===== config.mk =====
export PLATFORM = sky130hd
export DESIGN_NAME = ds3_tx_ohi
export DESIGN_NICKNAME = d
export VERILOG_FILES = /design/src/rtl/ds3_ohi_pkg.sv /design/src/rtl/ds3_ohi_pos.sv /design/src/rtl/ds3_ohi_parity.sv /design/src/rtl/ds3_ohi_fall.sv /design/src/rtl/ds3_tx_ohi.sv
export SDC_FILE = /design/constraint.sdc
export NUM_CORES = 1
export LEC_CHECK = 0
export ABC_AREA = 0
export BUFFER_PORTS_ARGS = -buffer_cell sky130_fd_sc_hd__clkbuf_2
export CAP_MARGIN = 20
export CORE_ASPECT_RATIO = 0.9
export CORE_MARGIN = 10
export CORE_UTILIZATION = 25
export DETAILED_ROUTE_END_ITERATION = 12
export SYNTH_ARGS = -nofsm -noshare
export SYNTH_HDL_FRONTEND = slang
export SYNTH_SLANG_ARGS = --single-unit

===== constraint.sdc =====
create_clock -name clk -period 3.1 [get_ports clk]
set_input_delay 0.465 -clock clk [delete_from_list [all_inputs] [get_ports clk]]
set_output_delay 0.465 -clock clk [all_outputs]
set_load 0.05 [all_outputs]

===== src/rtl/ds3_ohi_pkg.sv =====
package ds3_ohi_pkg;
  localparam int NUM_FORCE = 5;
  localparam int FI_OH   = 0;
  localparam int FI_FRM  = 1;
  localparam int FI_PP   = 2;
  localparam int FI_CP   = 3;
  localparam int FI_FEBE = 4;
endpackage


===== src/rtl/ds3_ohi_pos.sv =====
module ds3_ohi_pos #(
  parameter int PAY_BITS   = 84,
  parameter int GRP_PER_SF = 8,
  parameter int SF_PER_MF  = 7,
  localparam int OFS_W = $clog2(PAY_BITS + 1),
  localparam int GRP_W = $clog2(GRP_PER_SF),
  localparam int SF_W  = $clog2(SF_PER_MF)
) (
  input  logic             clk,
  input  logic             rst_n,
  input  logic             step,
  output logic             ofs_zero,
  output logic [GRP_W-1:0] grp,
  output logic [SF_W-1:0]  sf
);
  logic [OFS_W-1:0] ofs;

  assign ofs_zero = (ofs == '0);

  always_ff @(posedge clk or negedge rst_n) begin
    if (!rst_n) begin
      ofs <= '0;
      grp <= '0;
      sf  <= '0;
    end else if (step) begin
      if (ofs == OFS_W'(PAY_BITS)) begin
        ofs <= '0;
        if (grp == GRP_W'(GRP_PER_SF - 1)) begin
          grp <= '0;
          sf  <= (sf == SF_W'(SF_PER_MF - 1)) ? '0 : sf + SF_W'(1);
        end else begin
          grp <= grp + GRP_W'(1);
        end
      end else begin
        ofs <= ofs + OFS_W'(1);
      end
    end
  end
endmodule


===== src/rtl/ds3_ohi_parity.sv =====
module ds3_ohi_parity (
  input  logic clk,
  input  logic rst_n,
  input  logic take,
  input  logic din,
  input  logic frame_start,
  output logic p_val
);
  logic acc;

  always_ff @(posedge clk or negedge rst_n) begin
    if (!rst_n) begin
      acc   <= 1'b0;
      p_val <= 1'b0;
    end else if (frame_start) begin
      p_val <= acc;
      acc   <= 1'b0;
    end else if (take) begin
      acc <= acc ^ din;
    end
  end
endmodule


===== src/rtl/ds3_ohi_fall.sv =====
module ds3_ohi_fall #(
  parameter int N = 5
) (
  input  logic         clk,
  input  logic         rst_n,
  input  logic [N-1:0] lvl_n,
  output logic [N-1:0] fall
);
  for (genvar i = 0; i < N; i++) begin : g_edge
    logic prev;
    always_ff @(posedge clk or negedge rst_n) begin
      if (!rst_n) prev <= 1'b1;
      else        prev <= lvl_n[i];
    end
    assign fall[i] = prev & ~lvl_n[i];
  end
endmodule


===== src/rtl/ds3_tx_ohi.sv =====
module ds3_tx_ohi
  import ds3_ohi_pkg::*;
#(
  parameter int PAY_BITS   = 84,
  parameter int GRP_PER_SF = 8,
  parameter int SF_PER_MF  = 7
) (
  input  logic clk,
  input  logic rst_n,
  input  logic cbit_mode,
  input  logic pay_valid,
  output logic pay_ready,
  input  logic pay_data,
  output logic line_bit,
  output logic line_ce,
  output logic frame_ref,
  output logic oh_open,
  input  logic force_oh_n,
  input  logic force_frm_n,
  input  logic force_pp_n,
  input  logic force_cp_n,
  input  logic force_febe_n
);
  localparam int GRP_W   = $clog2(GRP_PER_SF);
  localparam int SF_W    = $clog2(SF_PER_MF);
  localparam int P_SF_A  = 2;
  localparam int P_SF_B  = 3;
  localparam int CP_SF   = 2;
  localparam int FB_SF   = 3;
  localparam int M_ONE_SF = SF_PER_MF - 2;

  logic             ofs_zero;
  logic [GRP_W-1:0] grp;
  logic [SF_W-1:0]  sf;
  logic             hs, step, p_val;
  logic             is_first, is_f, is_c, frame_start;
  logic             base, inv;
  logic [NUM_FORCE-1:0] fall;
  logic             pend_oh, pend_f;
  logic             pp_pend, pp_act, cp_pend, cp_act, fb_pend, fb_act;

  assign pay_ready = !ofs_zero;
  assign oh_open   = !ofs_zero;
  assign hs        = pay_valid & pay_ready;
  assign step      = ofs_zero | hs;

  ds3_ohi_pos #(
    .PAY_BITS(PAY_BITS), .GRP_PER_SF(GRP_PER_SF), .SF_PER_MF(SF_PER_MF)
  ) u_pos (
    .clk(clk), .rst_n(rst_n), .step(step),
    .ofs_zero(ofs_zero), .grp(grp), .sf(sf)
  );

  ds3_ohi_parity u_par (
    .clk(clk), .rst_n(rst_n), .take(hs), .din(pay_data),
    .frame_start(frame_start), .p_val(p_val)
  );

  ds3_ohi_fall #(.N(NUM_FORCE)) u_fall (
    .clk(clk), .rst_n(rst_n),
    .lvl_n({force_febe_n, force_cp_n, force_pp_n, force_frm_n, force_oh_n}),
    .fall(fall)
  );

  assign is_first    = ofs_zero && (grp == '0);
  assign is_f        = ofs_zero && grp[0];
  assign is_c        = ofs_zero && !grp[0] && (grp != '0);
  assign frame_start = is_first && (sf == '0);

  // overhead value before any injected error
  always_comb begin
    base = 1'b0;
    if (!ofs_zero) begin
      base = pay_data;
    end else if (is_first) begin
      if (sf < SF_W'(P_SF_A))       base = 1'b1;
      else if (sf <= SF_W'(P_SF_B)) base = p_val;
      else                          base = (sf == SF_W'(M_ONE_SF));
    end else if (is_f) begin
      base = (grp == GRP_W'(1)) || (grp == GRP_W'(GRP_PER_SF - 1));
    end else if (cbit_mode) begin
      if (sf == SF_W'(CP_SF))      base = p_val;
      else if (sf == SF_W'(FB_SF)) base = !fb_act;
      else                         base = 1'b1;
    end
  end

  // coincident sources are ORed: a bit is inverted at most once
  assign inv = (pend_oh & ofs_zero)
             | (pend_f & is_f)
             | (pp_act & is_first & (sf == SF_W'(P_SF_A) || sf == SF_W'(P_SF_B)))
             | (cp_act & cbit_mode & is_c & (sf == SF_W'(CP_SF)));

  always_ff @(posedge clk or negedge rst_n) begin
    if (!rst_n) begin
      pend_oh <= 1'b0;
      pend_f  <= 1'b0;
      pp_pend <= 1'b0;
      pp_act  <= 1'b0;
      cp_pend <= 1'b0;
      cp_act  <= 1'b0;
      fb_pend <= 1'b0;
      fb_act  <= 1'b0;
    end else begin
      if (fall[FI_OH] && !ofs_zero) pend_oh <= 1'b1;
      else if (ofs_zero)            pend_oh <= 1'b0;
      if (fall[FI_FRM])             pend_f <= 1'b1;
      else if (is_f)                pend_f <= 1'b0;
      if (frame_start) begin
        pp_act  <= pp_pend;
        pp_pend <= fall[FI_PP];
        cp_act  <= cp_pend;
        cp_pend <= fall[FI_CP] & cbit_mode;
        fb_act  <= fb_pend;
        fb_pend <= fall[FI_FEBE] & cbit_mode;
      end else begin
        pp_pend <= pp_pend | fall[FI_PP];
        cp_pend <= cp_pend | (fall[FI_CP] & cbit_mode);
        fb_pend <= fb_pend | (fall[FI_FEBE] & cbit_mode);
      end
    end
  end

  always_ff @(posedge clk or negedge rst_n) begin
    if (!rst_n) begin
      line_bit  <= 1'b0;
      line_ce   <= 1'b0;
      frame_ref <= 1'b0;
    end else begin
      line_ce   <= step;
      frame_ref <= frame_start;
      if (step) line_bit <= base ^ inv;
    end
  end
endmodule


=== After elaboration in Yosys (flattened, before gate mapping) ===
Cells that the tools add are included.

* Add/sub/neg operators: 3
* Multipliers: 0
* Div/mod/pow operators: 0
* Magnitude comparators: 2
* Eq/ne operators: 7
* Shifts and indexed selects: 0
* Muxes and demuxes: 20
* Bitwise operators: 29
* Reduce and logical (&&, ||, !) cells: 20

{| class="wikitable"
|+ Operator list
! operator !! number
|-
| two-way mux 1 bit || 17
|-
| bitwise AND 1 bit || 15
|-
| equality test 3 bit (second input constant) || 3
|-
| adder 7 x 1 -> 7 bit (second input constant) || 1
|-
| equality test 7 bit (second input constant) || 1
|-
| logical NOT 7 bit || 1
|-
| two-way mux 7 bit || 1
|-
| OR 1 bit || 7
|-
| adder 3 x 1 -> 3 bit (second input constant) || 2
|-
| equality test 3 x 2 -> 1 bit (second input constant) || 2
|-
| logical AND 1 bit || 6
|-
| logical NOT 3 bit || 2
|-
| two-way mux 3 bit || 2
|-
| nonzero test 2 bit || 3
|-
| NOT 1 bit || 5
|-
| equality test 3 x 1 -> 1 bit (second input constant) || 1
|-
| <= comparator 3 x 2 -> 1 bit (second input constant) || 1
|-
| logical NOT 1 bit || 3
|-
| less-than comparator 3 x 2 -> 1 bit (second input constant) || 1
|-
| AND reduction 3 bit || 1
|-
| nonzero test 3 bit || 1
|-
| logical OR 1 bit || 2
|-
| AND reduction 2 bit || 1
|-
| XOR 1 bit || 2
|}

* Register bits after elaboration: 31
* Bits in latches: 0
* Memory bits (writable): 0
* Bits in read-only memories: 0
* Memories kept: 0

=== Longest topological paths before layout ===
* Depth after elaboration: 8
* Mapped depth: 8

=== Modules after synthesis ===
From an unflattened synthesis, not the netlist that was laid out.

* Cell total of the unflattened synthesis: 140
* Area, all modules: 1,541.5 um^2

{| class="wikitable"
|+ By module, submodules not included
! module !! times used !! cells each !! area an instance (um^2) !! seq. area each (um^2)
|-
| ds3_ohi_pos || 1 || 69 || 718.2 || 325.3
|-
| ds3_tx_ohi || 1 || 55 || 535.5 || 275.3
|-
| ds3_ohi_fall || 1 || 10 || 200.2 || 131.4
|-
| ds3_ohi_parity || 1 || 6 || 87.6 || 50.0
|}

=== Worst setup path before layout ===
No wires, ideal clock.

* Kind: register to register
* Start: register u_pos.ofs[0]
* End: register cp_act
* Library setup time: 0.125 ns
* Data arrival time: 2.262 ns
* Required time: 2.975 ns
* Setup slack: 0.713 ns
* Stages on the path, launching flop included: 8
* Period minus slack after synthesis: 2.387 ns
* Path through: dfrtp_1 > inv_1 > ha_1 > or3b_4 > nor4_4 > inv_2 > nor4_4 > mux2_2

* Longest elaborated chain between the ends: 3

{| class="wikitable"
|+ Ends and longest elaborated chain
! item !! RTL line !! text
|-
| start: declaration || ds3_ohi_pos.sv:16 || <nowiki>logic [OFS_W-1:0] ofs;</nowiki>
|-
| start signal: assignment || ds3_ohi_pos.sv:35 || <nowiki>ofs <= ofs + OFS_W'(1);</nowiki>
|-
| logical NOT 7 bit || ds3_ohi_pos.sv:18 || <nowiki>assign ofs_zero = (ofs == '0);</nowiki>
|-
| logical AND 1 bit || ds3_tx_ohi.sv:65 || <nowiki>assign is_first = ofs_zero && (grp == '0);</nowiki>
|-
| logical AND 1 bit || ds3_tx_ohi.sv:68 || <nowiki>assign frame_start = is_first && (sf == '0);</nowiki>
|-
| net frame_start || ds3_tx_ohi.sv:36 || <nowiki>logic is_first, is_f, is_c, frame_start;</nowiki>
|-
| end signal: assignment || ds3_tx_ohi.sv:112 || <nowiki>cp_act <= cp_pend;</nowiki>
|-
| end: declaration || ds3_tx_ohi.sv:40 || <nowiki>logic pp_pend, pp_act, cp_pend, cp_act, fb_pend, fb_act;</nowiki>
|}

The timed path passes the listed nets, and every way through them passes these cells.
A chain may end at the register's enable or synchronous reset.

=== Worst setup path after layout ===
* Start: register u_pos.ofs[0]
* End: output port pay_ready

* Longest elaborated chain between the ends: 2

{| class="wikitable"
|+ Ends and longest elaborated chain
! item !! RTL line !! text
|-
| logical NOT 7 bit || ds3_ohi_pos.sv:18 ||
|-
| logical NOT 1 bit || ds3_tx_ohi.sv:42 || <nowiki>assign pay_ready = !ofs_zero;</nowiki>
|-
| end: declaration || ds3_tx_ohi.sv:12 || <nowiki>output logic pay_ready,</nowiki>
|}

Every way passes these cells.

==> flow_metrics.py <==
metrics = {
    "critical_path": {
        "crit_path_max_fanout": 7,
        "critPathCaptureType": "primary output",
        "critical_path_class": "reg -> out",
        "crit_required_ns": 2.63,
        "startpoint_type": "flip-flop",
        "cp.arrival_ns": 2.01,
    },
    "clock_network": {
        "cts_hold_buf": 0,
        "cts_tree": "yes",
        "clkTransAtPathRegs_ns": 0.06,
        "htree_levels": 2,
        "cts.sinks": 31,
        "postCtsSetupBuffers": 0,
        "insertion_delay_ns": 0.29,
        "cts-buffers-inserted": 5,
        "cts_resized": 0,
        "clockBufferDepth": 2,
        "clockRootBuffer": "clkbuf_8",
    },
    "grt": {
        "grt_first_pass_wirelength_um": 4770,
        "grt_usage_pct": 6.36,
        "use_met2_pct": 8.82,
        "grt_max_degree": 32,
        "grt_pass1_vias": 968,
        "met1_usage_pct": 8.20,
        "overflow": 0,
        "use_met3_pct": 2.43,
        "antenna_found_initial": 0,
        "grt-busiest-layer": "met2",
    },
    "logic_synthesis": {
        "synthesis.area_um2": 1500,
        "synth-edff-count": 0,
        "synth_warnings": 0,
        "synth_xor_area_share_pct": 3.51,
        "ys_seq_area_share_pct": 52.3,
        "synth-compound-area-share_pct": 9.87,
        "ys_ff_latch": 31,
        "yosys.area_share.simple_pct": 18.2,
        "syn_area_per_cell_um2": 10.8,
        "yosys.area_share.adder_pct": 5.85,
        "synth_cell_types": 35,
        "syn-num-nets": 155,
        "synthFlopType": "dfrtp_1",
        "async_flop_share_pct": 100,
        "synth_top_family_by_area": "simple AND/OR/NAND/NOR gates",
        "synthMuxAreaShare_pct": 5.27,
        "synthCells": 138,
    },
    "placement": {
        "port_buffers": 14,
        "gp_congestion": 0.776,
        "dpl-instance-area_um2": 1640,
        "pre_cts_slack_ns": 0.617,
        "place_inst": 218,
        "place.detailed.hpwl_um": 1980,
    },
    "timing": {
        "hold_viol": 0,
        "rsz0062_at_grt": "false",
        "period_minus_slack_ns": 2.47,
        "max_freq_mhz": 405,
        "drv_slew": 0,
        "tightestPinTransition_ns": 0.755,
        "fin_setup_tns_ns": 0,
        "hold_slack_ns": 0.235,
        "setup_ws_ns": 0.630,
        "finalSetupViolations": 0,
        "finalCritPeriodShare_pct": 79.7,
        "fin_skew_ns": 0.00574,
        "maxSlewHeadroom_pct": 49.7,
    },
    "finish": {
        "final_cells": 226,
        "drive_gt1_share_pct": 26.3,
        "layout_common_cells": "dfrtp_1 (26), clkbuf_2 (14), inv_1 (12), nor2_1 (11), o21ai_0 (11)",
        "syn_to_final_growth_pct": 17.1,
        "layout_commonest_cell": "dfrtp_1",
        "nets": 172,
        "finish.instance_area_um2": 1750,
        "final_core_util_pct": 30.4,
        "diodes": 0,
    },
    "route": {
        "first_pass_iters": 4,
        "vias": 1009,
        "drc": 0,
        "drtIter0Drc": 54,
        "routed_via_density": 4.46,
        "wl_um": 2660,
        "routedWlPerCell_um": 11.8,
        "final_antenna_net_count": 0,
    },
    "power": {
        "p_clk_share_pct": 33.8,
        "powerDensity_nw_per_um2": 693,
        "p_seq_share_pct": 45.3,
        "p_comb_share_pct": 20.9,
        "vdd_drop_max_mv": 0.306,
        "power.net_switching_uw": 379,
        "p_leak_nw": 0.788,
        "internal_power_uw": 837,
        "power_mw": 1.22,
        "swShare_pct": 31.2,
    },
    "min_path": {
        "hold_class": "in -> async",
    },
    "die": {
        "die_w_um": 102,
        "start_util_pct": 26.0,
        "rows": 26,
        "coreArea_um2": 5760,
        "ios": 15,
        "die_h_um": 93.4,
        "die-area_um2": 9480,
    },
    "run_status": {
        "status": "finished clean",
    },
    "run": {
        "drv_cap": 0,
    },
}
[registers in the layout (all words and copies together), names as in the netlist]
register	cells
cp_act	1
cp_pend	1
fb_act	1
fb_pend	1
frame_ref	1
line_bit	1
line_ce	1
pend_f	1
pend_oh	1
pp_act	1
pp_pend	1
u_fall.g_edge.prev	5
u_par.acc	1
u_par.p_val	1
u_pos.grp	3
u_pos.ofs	7
u_pos.sf	3
[cells in the mapped netlist (all sizes together) (2+ instances only)]
cell    count  share of area, %
nand4       4               1.7
nand3       3               1.0
nand3b      4               2.0
nor4        2               2.8
dfrtp      26                43
xnor2       2               1.2
dfstp       5               8.8
nand2b      2              0.84
a21oi       4               1.3
ha          7               5.9
xor2        4               2.3
nand2       9               2.3
and2        2              0.84
o21ai      11               3.7
inv        13               3.3
o31ai       3               1.5
mux2        7               5.3
nor2       11               2.8
clkbuf      3              0.75
buf         2               1.0
[cell type report]
cell class,count,area [um^2]
Sequential cell,31,782
Timing Repair Buffer,15,77.6
Fill cell,573,4010
Clock buffer,6,82.6
Tap cell,70,87.6
Multi-Input combinational cell,89,639
Inverter,13,48.8
Clock inverter,2,35.0
[worst paths after layout]
kind	start	end	slack [ns]	depth (start not counted)
max	u_pos.ofs[0]$_DFFE_PN0N_	pay_ready	0.63	6
min	rst_n	line_ce$_DFF_PN0_	0.24	1
max reg2reg	u_pos.ofs[0]$_DFFE_PN0N_	pp_act$_DFFE_PN0P_	0.64	7
min reg2reg	u_pos.ofs[5]$_DFFE_PN0N_	u_pos.ofs[5]$_DFFE_PN0N_	0.50	1
max in group asynchronous	rst_n	pend_oh$_DFFE_PN0P_	2.38	1
min in group clk	force_febe_n	u_fall.g_edge[4].prev$_DFF_PN1_	0.27	1
[critical path, stage by stage (launching register included)]
cell	delay (ns)
dfrtp_1	0.41
inv_1	0.10
ha_1	0.15
or3b_4	0.39
nor4_4	0.26
inv_2	0.14
clkbuf_2	0.27
[power by group through the flow]
stage / Combinational [mW] / Sequential [mW] / Clock (mW)
2_1_floorplan: 0.172 / 0.573 / 0
3_3_place_gp: 0.259 / 0.557 / 0
3_5_place_dp: 0.257 / 0.557 / 0
4_1_cts: 0.259 / 0.551 / 0.423
5_1_grt: 0.290 / 0.564 / 0.449
6_report: 0.254 / 0.551 / 0.411
[cells by family (layout without fill, tap and decap cells)]
logic type | count (synthesis) | count (layout)
adder cells (fa/ha/maj) | 7 | 7
AO/OA/AOI/OAI | 24 | 24
XOR/XNOR | 6 | 6
flip-flops | 31 | 31
AND/OR/NAND/NOR | 45 | 45
buffers and inverters | 18 | 36
multiplexers | 7 | 7
[layer usage]
| layer | up-vias | part of all wire [%] |
|---|---|---|
| met5 | - | 0 |
| met4 | 0 | 2.2 |
| met3 | 7 | 4.5 |
| met2 | 19 | 43 |
| met1 | 471 | 50 |
| li1 | 512 | - |
Note: power is estimated with default switching activity, not from simulation.
